<file path="config.mk">
export PLATFORM = sky130hd
export DESIGN_NAME = boot_loader
export DESIGN_NICKNAME = d
export VERILOG_FILES = /design/src/rtl/boot_loader.sv
export SDC_FILE = /design/constraint.sdc
export NUM_CORES = 1
export LEC_CHECK = 0
export ABC_AREA = 0
export ABC_CLOCK_PERIOD_IN_PS = 2100
export BUFFER_PORTS_ARGS = -buffer_cell sky130_fd_sc_hd__buf_4
export CORE_ASPECT_RATIO = 1.75
export CORE_MARGIN = 4
export CORE_UTILIZATION = 40
export CTS_BUF_LIST = sky130_fd_sc_hd__clkbuf_8
export CTS_CLUSTER_DIAMETER = 200
export CTS_CLUSTER_SIZE = 20
export DETAILED_ROUTE_END_ITERATION = 8
export PLACE_DENSITY = 0.66
export SYNTH_ARGS = -nofsm -noshare
export SYNTH_HDL_FRONTEND = slang
export SYNTH_SLANG_ARGS = --single-unit
</file>
<file path="constraint.sdc">
create_clock -name clk -period 2.1 [get_ports clk]
set_input_delay 0.42 -clock clk [delete_from_list [all_inputs] [get_ports clk]]
set_output_delay 0.42 -clock clk [all_outputs]
set_load 0.01 [all_outputs]
</file>
<file path="src/rtl/boot_loader.sv">
module boot_loader #(
  parameter int AW = 16,
  parameter int DW = 16
) (
  input  logic          clk,
  input  logic          rst_n,
  input  logic          cpu_hold,
  output logic          buf_rd_en,
  output logic [AW-1:0] buf_rd_addr,
  input  logic [DW-1:0] buf_rd_data,
  output logic          loc_wr_en,
  output logic [AW-1:0] loc_wr_addr,
  output logic [DW-1:0] loc_wr_data,
  output logic          busy,
  output logic          done,
  output logic          irq,
  output logic          start_exec
);

  localparam logic [AW-1:0] LAST = '1;

  typedef enum logic [2:0] {S_IDLE, S_COPY, S_IRQ, S_GO, S_DONE} state_t;

  state_t        st;
  logic          hold_q;
  logic          rd_fin;
  logic          wr_pend;
  logic [AW-1:0] rd_ptr;
  logic [AW-1:0] wr_ptr;

  wire release_ev = hold_q && !cpu_hold;

  assign buf_rd_en   = (st == S_COPY) && !rd_fin && !cpu_hold;
  assign buf_rd_addr = rd_ptr;
  assign loc_wr_en   = (st == S_COPY) && wr_pend && !cpu_hold;
  assign loc_wr_addr = wr_ptr;
  assign loc_wr_data = buf_rd_data;
  assign irq         = (st == S_IRQ) && !cpu_hold;
  assign start_exec  = (st == S_GO) && !cpu_hold;
  assign busy        = (st == S_COPY || st == S_IRQ || st == S_GO) && !cpu_hold;
  assign done        = (st == S_DONE);

  always_ff @(posedge clk or negedge rst_n) begin
    if (!rst_n) begin
      st      <= S_IDLE;
      hold_q  <= 1'b1;
      rd_fin  <= 1'b0;
      wr_pend <= 1'b0;
      rd_ptr  <= '0;
      wr_ptr  <= '0;
    end else begin
      hold_q <= cpu_hold;
      if (cpu_hold) begin
        st      <= S_IDLE;
        rd_fin  <= 1'b0;
        wr_pend <= 1'b0;
        rd_ptr  <= '0;
      end else begin
        case (st)
          S_IDLE: if (release_ev) begin
            st      <= S_COPY;
            rd_ptr  <= '0;
            rd_fin  <= 1'b0;
            wr_pend <= 1'b0;
          end
          S_COPY: begin
            wr_pend <= buf_rd_en;
            if (buf_rd_en) begin
              wr_ptr <= rd_ptr;
              rd_ptr <= rd_ptr + 1'b1;
              if (rd_ptr == LAST) rd_fin <= 1'b1;
            end
            if (wr_pend && wr_ptr == LAST) st <= S_IRQ;
          end
          S_IRQ:   st <= S_GO;
          S_GO:    st <= S_DONE;
          default: st <= st;
        endcase
      end
    end
  end

  assert_quiet_in_hold_R1: assert property (@(posedge clk) disable iff (!rst_n)
    $past(cpu_hold) |-> (!busy && !done && !irq && !start_exec));

  assert_write_follows_read_R4: assert property (@(posedge clk) disable iff (!rst_n)
    loc_wr_en |-> ($past(buf_rd_en) && loc_wr_addr == $past(buf_rd_addr)));

  assert_ascending_writes_R3: assert property (@(posedge clk) disable iff (!rst_n)
    (loc_wr_en && $past(loc_wr_en)) |-> (loc_wr_addr == $past(loc_wr_addr) + 1'b1));

  assert_irq_then_start_R5: assert property (@(posedge clk) disable iff (!rst_n)
    irq |=> (!irq && (start_exec || cpu_hold)));

  assert_start_after_irq_R6: assert property (@(posedge clk) disable iff (!rst_n)
    start_exec |-> $past(irq));

  assert_done_sticky_R7: assert property (@(posedge clk) disable iff (!rst_n)
    (done && !cpu_hold) |=> done);

endmodule

</file>
==> results of run 1 <==
## worst reg2reg max path, cell delays in order (launching register included)
cell and delay, ns:
dfrtp_1 0.53, nor2b_1 0.26, o21ai_2 0.18, a2111oi_1 0.49
mux2i_1 0.25
## cells by family (layout without fill, tap and decap cells)
logic type | after synthesis | in the layout | share of synthesized area, %
AOI/OAI and AO/OA | 29 | 29 | 10.59
buffers and inverters | 34 | 60 | 10.17
and+or+nand+nor | 118 | 118 | 26.87
adders and majority gates | 1 | 1 | 0.5983
muxes | 13 | 13 | 6.224
DFF | 38 | 38 | 45.54
## cell type report
cell class | count | area, µm² | area share, %
multi-input cells | 161 | 929.6 | 38.34
flip-flops and latches | 38 | 952.2 | 39.27
repair buffers | 49 | 367.9 | 15.17
clock inverters | 2 | 12.51 | 0.5160
well taps | 54 | 67.56 | 2.786
clock buffers | 6 | 82.58 | 3.406
inverters | 3 | 12.51 | 0.5160
## synth_stat cells
master     count
buf_4         19
o21a_1         1
nand2b_1       1
nor4b_2        1
nand4_1        5
o21ai_2        1
and4_1         2
dfrtp_1       37
a2111o_1       1
a31o_2         1
and2_1         3
nor3_1         1
clkbuf_1       7
or3_1         13
nand2_1       67
or4_1          3
nand3_1        8
nor2_1         6
a32o_1         1
a2111oi_1      2
o211ai_1       2
inv_1          1
o2111ai_1      6
dfstp_2        1
a21oi_1        1
o21ai_0        6
a211o_1        1
and3_1         5
nor2b_1        3
clkinv_2       1
mux2i_1       13
a31oi_1        1
a211oi_1       4
clkinv_1       1
ha_1           1
buf_2          4
a21o_1         1
buf_6          1
## sequential cells by signal, summed over array words and instances, names as in the netlist
register	cells
loc_wr_addr	16
wr_pend	1
rd_fin	1
st	3
hold_q	1
buf_rd_addr	16
## routing by layer
layer	part of all wire [%]	track usage (%)	wire length, µm
met1	38	18.46	2129
met2	56	33.38	3109
met3	3.3	2.817	182
met4	2.7	8.215	153
met5	0	0	0
## worst min path at each step
stage                      from                          end  slack [ns]  depth (start not counted)
final                     rst_n  loc_wr_addr[13]$_DFFE_PN0P_        0.08                          1
after floorplan           rst_n   buf_rd_addr[0]$_DFFE_PN0P_        0.12                          0
after global placement    rst_n   loc_wr_addr[9]$_DFFE_PN0P_        0.42                          1
after CTS                 rst_n   loc_wr_addr[9]$_DFFE_PN0P_        0.10                          1
after detailed placement  rst_n   loc_wr_addr[9]$_DFFE_PN0P_        0.42                          1
after global routing      rst_n  loc_wr_addr[13]$_DFFE_PN0P_        0.11                          1
## power breakdown
part,internal (mW),switching (mW)
clock,0.264,0.270
combinational,0.0479,0.0902
sequential,0.742,0.0137
total,1.05,0.374
==> results.json, run 1 <==
{
  "status": "completed",
  "placedInstanceArea_um2": 2326,
  "crit-reg2reg-launch": "st[0]$_DFFE_PN0P_",
  "drc": 0,
  "final.fill_count": 520,
  "ff2ff_setup_slack_ns": 0.31,
  "antenna_violations_before_repair": 0,
  "pre_cts_slack_ns": 0.3125,
  "clock.fmax_mhz": 490.4,
  "max-clock-path-buffers": 2,
  "design.core.area_um2": 5020,
  "timing.max_slew.rel_slack_pct": 66.49,
  "crit_path_max_fanout": 9,
  "timing.critical_path.required_ns": 1.68,
  "synth.net_count": 253,
  "path_class": "reg -> out",
  "chipHeight_um": 103.6,
  "syn-instance-count": 233,
  "area_growth_pct": 15.98,
  "stdcell_count": 313,
  "vias_per_cell": 5.700,
  "fin_area_um2": 2425,
  "grt_first_pass_wirelength_um": 8970,
  "finalWorstSetupSlack_ns": 0.06065,
  "setup.worst_path.end": "buf_rd_en",
  "most-common-layout-cells": "nand2_1, buf_4, dfrtp_1",
  "place.detailed.hpwl_um": 4023,
  "dr.pass1.iters": 4,
  "syn_area_um2": 2091,
  "final.setup.tns_ns": 0,
  "drt-initial-drc-count": 33,
  "postLayoutCoreUtil_pct": 48.31,
  "buffer_ports.inserted": 40,
  "number_of_failing_hold_endpoints_at_the_final_stage": 0,
  "power.density_nw_per_um2": 588.9,
  "groute.usage.overall_pct": 17.65,
  "cts.root.buffer_cell": "clkbuf_8",
  "synth_top_cells_by_area": "dfrtp_1, nand2_1, buf_4",
  "antenna_cells_inserted": 0,
  "critical_path.n_buffers_inverters": 2,
  "sort_of_element_at_the_start_of_the_critical_path": "flop",
  "route.final.wire_length_um": 5574,
  "synth_top_area_share_pct": 44.28,
  "post-place-cells": 305,
  "period_share_pct": 97.11,
  "clock_sinks": 38,
  "crit_slowest_cell": "dfrtp_1",
  "timing.critical_path.slowest_cell_delay_ns": 0.47,
  "timing.critical_path.cells": "nand2b_1, or4_4, clkinv_2, buf_4",
  "synthesis.area_per_instance_um2": 8.973,
  "synth_seq_area_share_pct": 45.54,
  "overflow": 0,
  "timing.critical_path.max_delay_family": "simple AND/OR/NAND/NOR gates",
  "cts_resized": 1,
  "top_level_ports": 73,
  "rsz0062_at_grt": "false",
  "static-leakage-power_nw": 1.226,
  "synth_warnings": 0,
  "detail_route.wl_per_cell_um": 17.81,
  "peakVddDrop_uv": 377.2,
  "netlist-cell-type-count": 38,
  "actual_slew_at_the_worst_max_slew_pin_ns": 0.5026,
  "clock_tree.htree_level_count": 2,
  "drive_above_1_share_pct": 24.32,
  "skew_ns": 0.006655,
  "maximum_number_of_pins_on_one_net_before_global_route_repair": 39,
  "cts_tree": "yes",
  "worstSetupStartpoint": "st[2]$_DFFE_PN0P_",
  "cts_inserted_buffers": 5,
  "first_global_vias": 1721,
  "fin_crit_ns": 2.039,
  "postCtsHoldBufs": 0,
  "worst_hold_slack_ns": 0.08236,
  "route.vias.total": 1784,
  "end_kind": "primary output",
  "worstReg2RegEnd": "buf_rd_addr[15]$_DFFE_PN0P_",
  "total_power_mw": 1.428,
  "r2r.worst_path.cells": 4,
  "finalMaxSlewViolations": 0,
  "gp_routability_congestion": 0.7994,
  "ys_ff_latch": 38,
  "cap_viol_max_count": 0,
  "antenna_violating_nets_post_route": 0,
  "layout.cells.most_common": "nand2_1",
  "path_clk_slew_ns": 0.08,
  "initial_utilization_pct": 41.65,
  "core.rowCount": 34,
  "yosys.area.top_type": "dfrtp_1",
  "insertion_delay_ns": 0.29,
  "die_width_um": 62.65,
  "worst_ep_arrival_ns": 1.62,
  "floorplan.die_area_um2": 6493,
  "worstHoldPathType": "in -> async",
  "finish.net_count": 278,
  "setup-violations-final": 0,
  "cts.repair_timing.setup_buffer_count": 0,
  "worst-path-stages": 4
}
(Power assumes the default switching activity.)
==> inputs of run 2 (changes only) <==
--- a/config.mk
+++ b/config.mk
@@ -6,7 +6,7 @@
 export NUM_CORES = 1
 export LEC_CHECK = 0
 export ABC_AREA = 0
-export ABC_CLOCK_PERIOD_IN_PS = 2100
+export ABC_CLOCK_PERIOD_IN_PS = 2000
 export BUFFER_PORTS_ARGS = -buffer_cell sky130_fd_sc_hd__buf_4
 export CORE_ASPECT_RATIO = 1.75
 export CORE_MARGIN = 4
@@ -15,6 +15,7 @@
 export CTS_CLUSTER_DIAMETER = 200
 export CTS_CLUSTER_SIZE = 20
 export DETAILED_ROUTE_END_ITERATION = 8
+export MAX_ROUTING_LAYER = met4
 export PLACE_DENSITY = 0.66
 export SYNTH_ARGS = -nofsm -noshare
 export SYNTH_HDL_FRONTEND = slang
==> constraint.sdc (replaced) <==
create_clock -name clk -period 2 [get_ports clk]
set_input_delay 0.4 -clock clk [delete_from_list [all_inputs] [get_ports clk]]
set_output_delay 0.4 -clock clk [all_outputs]
set_load 0.01 [all_outputs]
==> run 2 against run 1 <==
Effect of this change:
- clock power grew 24%
- critical path depth shrank 1
- global-route usage grew 0.59 points
- first-iteration DRC count grew 24%
- non-clock buffer count is the same
- sequential power grew 5.2%
- power grew 12%
- count of clock-buffer cells in the layout is the same
- register-to-register slack lost 0.10 ns
- flip-flop and latch count is the same
- clock skew shrank 0.0020 ns
- worst setup slack lost 0.022 ns
- critical path type unchanged
- highest routed layer unchanged
==> results.json, run 2 (synthesis gave the netlist of run 1 again) <==
{
  "core.rowCount": 34,
  "chipHeight_um": 103.6,
  "static-leakage-power_nw": 1.236,
  "number_of_failing_hold_endpoints_at_the_final_stage": 0,
  "top_level_ports": 73,
  "final.fill_count": 509,
  "area_growth_pct": 17.24,
  "floorplan.die_area_um2": 6493,
  "rsz0062_at_grt": "false",
  "finalMaxSlewViolations": 0,
  "path_clk_slew_ns": 0.07,
  "status": "completed",
  "timing.max_slew.rel_slack_pct": 56.74,
  "ff2ff_setup_slack_ns": 0.21,
  "design.core.area_um2": 5020,
  "drc": 0,
  "vias_per_cell": 5.801,
  "period_share_pct": 98.05,
  "cts_tree": "yes",
  "power.density_nw_per_um2": 652.1,
  "die_width_um": 62.65,
  "combPwrFrac_pct": 8.9,
  "sort_of_element_at_the_start_of_the_critical_path": "flop",
  "setup-violations-final": 0,
  "first_global_vias": 1769,
  "clock.fmax_mhz": 509.9,
  "dr.pass1.iters": 4,
  "r2r.worst_path.cells": 4,
  "cts.repair_timing.setup_buffer_count": 0,
  "timing.critical_path.required_ns": 1.60,
  "worst_ep_arrival_ns": 1.56,
  "layout.cells.most_common": "nand2_1",
  "cts.root.buffer_cell": "clkbuf_8",
  "postLayoutCoreUtil_pct": 48.83,
  "postCtsHoldBufs": 0,
  "worstHoldPathType": "in -> async",
  "clock_power_share_pct": 41.4,
  "cts_inserted_buffers": 5,
  "most-common-layout-cells": "nand2_1, buf_4, dfrtp_1",
  "route.vias.total": 1810,
  "drive_above_1_share_pct": 25.19,
  "skew_ns": 0.004693,
  "finish.net_count": 278,
  "drt-initial-drc-count": 41,
  "cts_resized": 2,
  "max-clock-path-buffers": 2,
  "sequential_cell_area_um2": 953.4,
  "peakVddDrop_uv": 451.6,
  "power.share.switching_pct": 23.28,
  "overflow": 0,
  "multiInputGateArea_um2": 937.1,
  "gp_routability_congestion": 0.8436,
  "share_seq_of_total_power_pct": 49.7,
  "end_kind": "primary output",
  "path_class": "reg -> out",
  "route.final.wire_length_um": 5522,
  "initial_utilization_pct": 41.65,
  "fin_crit_ns": 1.961,
  "final.setup.tns_ns": 0,
  "detail_route.wl_per_cell_um": 17.70,
  "clock_tree.htree_level_count": 2,
  "antenna_violations_before_repair": 0,
  "antenna_cells_inserted": 0,
  "grt_first_pass_wirelength_um": 9156,
  "actual_slew_at_the_worst_max_slew_pin_ns": 0.6482,
  "total_switching_power_uw": 372.1,
  "buffer_ports.inserted": 40,
  "clock_sinks": 38,
  "cap_viol_max_count": 0,
  "maximum_number_of_pins_on_one_net_before_global_route_repair": 39,
  "antenna_violating_nets_post_route": 0,
  "internal_power_mw": 1.226,
  "crit_path_max_fanout": 10,
  "groute.usage.overall_pct": 18.24,
  "insertion_delay_ns": 0.29,
  "place.detailed.hpwl_um": 4019
}
## run 2: metal layers
metal | wire length (µm) | track usage (%)
met1 | 1953 | 19.60
met2 | 3123 | 31.70
met3 | 261 | 3.250
met4 | 184 | 9.163
met5 | 0 | -
## run 2: final timing paths
path / to / start
worst max-delay path: buf_rd_en / st[1]$_DFFE_PN0P_
worst min-delay path: loc_wr_addr[13]$_DFFE_PN0P_ / rst_n
worst max register to register: st[1]$_DFFE_PN0P_ / loc_wr_addr[0]$_DFFE_PN0P_
worst min register to register: loc_wr_addr[3]$_DFFE_PN0P_ / loc_wr_addr[3]$_DFFE_PN0P_
max in group asynchronous: st[0]$_DFFE_PN0P_ / rst_n
min in group clk: st[0]$_DFFE_PN0P_ / cpu_hold
## run 2: per-stage QoR
step / power (mW) / worst slack (ns) / instance area (µm²) / cells / hold WS, ns
global placement: 0.9463 / 0.1887 / 2326 / 305 / 0.4002
detailed placement: 0.9486 / 0.1673 / 2326 / 305 / 0.3989
finish: 1.598 / 0.03902 / 2451 / 312 / 0.07491
CTS: 1.614 / 0.04317 / 2444 / 312 / 0.08417
floorplan: 0.9259 / 0.1747 / 2091 / 233 / 0.1044
global route: 1.660 / 0.01218 / 2451 / 312 / 0.1150
## run 2: area by class of cell
class                      instances  area share (%)
clock inverter                     1           1.225
inverter                           3          0.5105
sequential                        38           38.90
tap                               54           2.757
timing repair buffer              49           15.01
multi-input combinational        161           38.23
clock buffer                       6           3.369
## run 2: worst max-delay path, stage by stage (launching register included)
cell and delay [ns]:
dfrtp_1 0.49, or4_4 0.60, clkinv_2 0.07, buf_4 0.11
## run 2: power groups by stage
stage	Combinational [mW]	Clock (mW)	Sequential [mW]
finish	0.141	0.662	0.795
global route	0.158	0.706	0.797
floorplan	0.120	0	0.806
CTS	0.141	0.678	0.795
global placement	0.137	0	0.809
detailed placement	0.139	0	0.809
==> inputs of run 3 (changes only) <==
--- a/config.mk
+++ b/config.mk
@@ -7,16 +7,15 @@
 export LEC_CHECK = 0
 export ABC_AREA = 0
 export ABC_CLOCK_PERIOD_IN_PS = 2000
-export BUFFER_PORTS_ARGS = -buffer_cell sky130_fd_sc_hd__buf_4
 export CORE_ASPECT_RATIO = 1.75
 export CORE_MARGIN = 4
-export CORE_UTILIZATION = 40
+export CORE_UTILIZATION = 30
 export CTS_BUF_LIST = sky130_fd_sc_hd__clkbuf_8
 export CTS_CLUSTER_DIAMETER = 200
 export CTS_CLUSTER_SIZE = 20
 export DETAILED_ROUTE_END_ITERATION = 8
+export DONT_BUFFER_PORTS = 1
 export MAX_ROUTING_LAYER = met4
-export PLACE_DENSITY = 0.66
 export SYNTH_ARGS = -nofsm -noshare
 export SYNTH_HDL_FRONTEND = slang
 export SYNTH_SLANG_ARGS = --single-unit
==> run 3 against run 2 <==
Effect of this change:
- design area fell by 7.7%
- via count shrank 8.8%
- worst setup slack improved by 0.013 ns
- critical path depth is the same
- final cell count down 0.64%
- sequential power rose by 0.5%
- global-route usage down 3.1 points
- count of clock-buffer cells in the layout unchanged
- non-clock buffer count decreased by 32
- power is 0.13% higher
- sequential share of layout area up 3.2 points
- highest routed layer unchanged
==> results.json, run 3 (synthesis gave the netlist of run 1 again) <==
{
  "status": "completed",
  "route.vias.total": 1651,
  "vias_per_cell": 5.326,
  "detail_route.wl_per_cell_um": 19.44,
  "rsz0062_at_grt": "false",
  "peakVddDrop_uv": 390.9,
  "final.setup.tns_ns": 0,
  "insertion_delay_ns": 0.31,
  "floorplan.die_area_um2": 8421,
  "finalWorstSetupSlack_ns": 0.05236,
  "overflow": 0,
  "groute.usage.overall_pct": 15.17,
  "timing.max_slew.rel_slack_pct": 57.02,
  "maximum_number_of_pins_on_one_net_before_global_route_repair": 39,
  "dr.pass1.iters": 4,
  "first_global_vias": 1673,
  "design.core.area_um2": 6807,
  "setup-violations-final": 0,
  "timing.critical_path.slowest_cell_delay_ns": 0.46,
  "place.detailed.hpwl_um": 4392,
  "path_class": "reg -> out",
  "drive_above_1_share_pct": 13.72,
  "die_width_um": 71.11,
  "top_level_ports": 73,
  "gp_routability_congestion": 0.8099,
  "layout.cells.most_common": "nand2_1",
  "static-leakage-power_nw": 1.066,
  "actual_slew_at_the_worst_max_slew_pin_ns": 0.6441,
  "pre_cts_slack_ns": 0.1569,
  "most-common-layout-cells": "nand2_1, dfrtp_1, buf_4",
  "antenna_violating_nets_post_route": 0,
  "finish.net_count": 246,
  "antenna_violations_before_repair": 0,
  "area_growth_pct": 8.199,
  "drt-initial-drc-count": 84,
  "clock.fmax_mhz": 513.4,
  "skew_ns": 0.01410,
  "crit_slowest_cell": "or4_4",
  "clock_sinks": 38,
  "power.density_nw_per_um2": 707.5,
  "initial_utilization_pct": 30.72,
  "end_kind": "primary output",
  "path_clk_slew_ns": 0.08,
  "worst_ep_arrival_ns": 1.55,
  "ff2ff_setup_slack_ns": 0.16,
  "crit_path_max_fanout": 12,
  "grt_first_pass_wirelength_um": 9363,
  "number_of_failing_hold_endpoints_at_the_final_stage": 0,
  "clock_tree.htree_level_count": 2,
  "stdcell_count": 310,
  "fin_crit_ns": 1.948,
  "buffer_ports.inserted": 0,
  "chipHeight_um": 118.4,
  "worstHoldPathType": "in -> reg",
  "finalMaxSlewViolations": 0,
  "drc": 0,
  "core.rowCount": 40,
  "timing.critical_path.max_delay_family": "simple AND/OR/NAND/NOR gates",
  "critical_path.n_buffers_inverters": 1,
  "postLayoutCoreUtil_pct": 33.24,
  "period_share_pct": 97.38,
  "cts_inserted_buffers": 5,
  "max-clock-path-buffers": 2,
  "cts_tree": "yes",
  "cap_viol_max_count": 0,
  "timing.critical_path.required_ns": 1.60,
  "antenna_cells_inserted": 0,
  "route.final.wire_length_um": 6025,
  "timing.critical_path.cells": "nand2b_1, or4_4, clkinv_4",
  "cts.root.buffer_cell": "clkbuf_8",
  "sort_of_element_at_the_start_of_the_critical_path": "flop",
  "post-place-cells": 301
}
[run 3: path summary, 6_finish.rpt]
path                                            start                          to  depth (start not counted)
max in group asynchronous                       rst_n            hold_q$_DFF_PN1_                          2
min                                          cpu_hold            hold_q$_DFF_PN1_                          0
min reg2reg                loc_wr_addr[4]$_DFFE_PN0P_  loc_wr_addr[4]$_DFFE_PN0P_                          2
max                                 st[2]$_DFFE_PN0P_                   buf_rd_en                          3
max reg2reg                loc_wr_addr[2]$_DFFE_PN0P_           st[1]$_DFFE_PN0P_                          4
min in group asynchronous                       rst_n           st[2]$_DFFE_PN0P_                          2
[run 3: layer usage]
layer / part of all wire, % / vias to the layer above / global-route usage [%]
li1: - / 780 / -
met1: 32 / 807 / 13.29
met2: 57 / 43 / 27.27
met3: 5.4 / 21 / 4.170
met4: 4.8 / 0 / 10.00
met5: 0 / - / -
[run 3: power breakdown]
part           internal, mW  total (mW)  switching, mW
Combinational        0.0378       0.118         0.0798
Sequential            0.780       0.799         0.0193
Clock                 0.399       0.684          0.284
[run 3: worst reg2reg max path, stage by stage (launching register included)]
cell and delay, ns:
dfrtp_1 0.44, nand4_1 0.11, or4_1 0.58, or4_1 0.49, a21oi_1 0.15
[run 3: metrics by stage]
| stage | cell area [µm²] | total power [mW] | hold slack [ns] |
|---|---|---|---|
| after detailed placement | 2108 | 0.9086 | 0.1056 |
| after CTS | 2260 | 1.621 | 0.07051 |
| after floorplan | 2091 | 0.9259 | 0.1044 |
| after global placement | 2108 | 0.9068 | 0.1058 |
| after global routing | 2262 | 1.659 | 0.07142 |
| final | 2262 | 1.601 | 0.08766 |
[run 3: final cells by class]
type	count	area, µm²
inverters	3	16.27
clock inverters	1	30.03
well taps	84	105.1
clock buffers	6	82.58
flip-flops and latches	38	953.4
fillers	734	4544
repair buffers	17	142.6
multi-input cells	161	932.1
[run 3: timing repair]
| action | CTS | global route |
|---|---|---|
| setup endpoints to repair | 1 | 1 |
| hold buffers | 2 | 0 |
| buffers inserted | 0 | 0 |
| resized for setup | 3 | 1 |
| hold endpoints to repair | 38 | 0 |
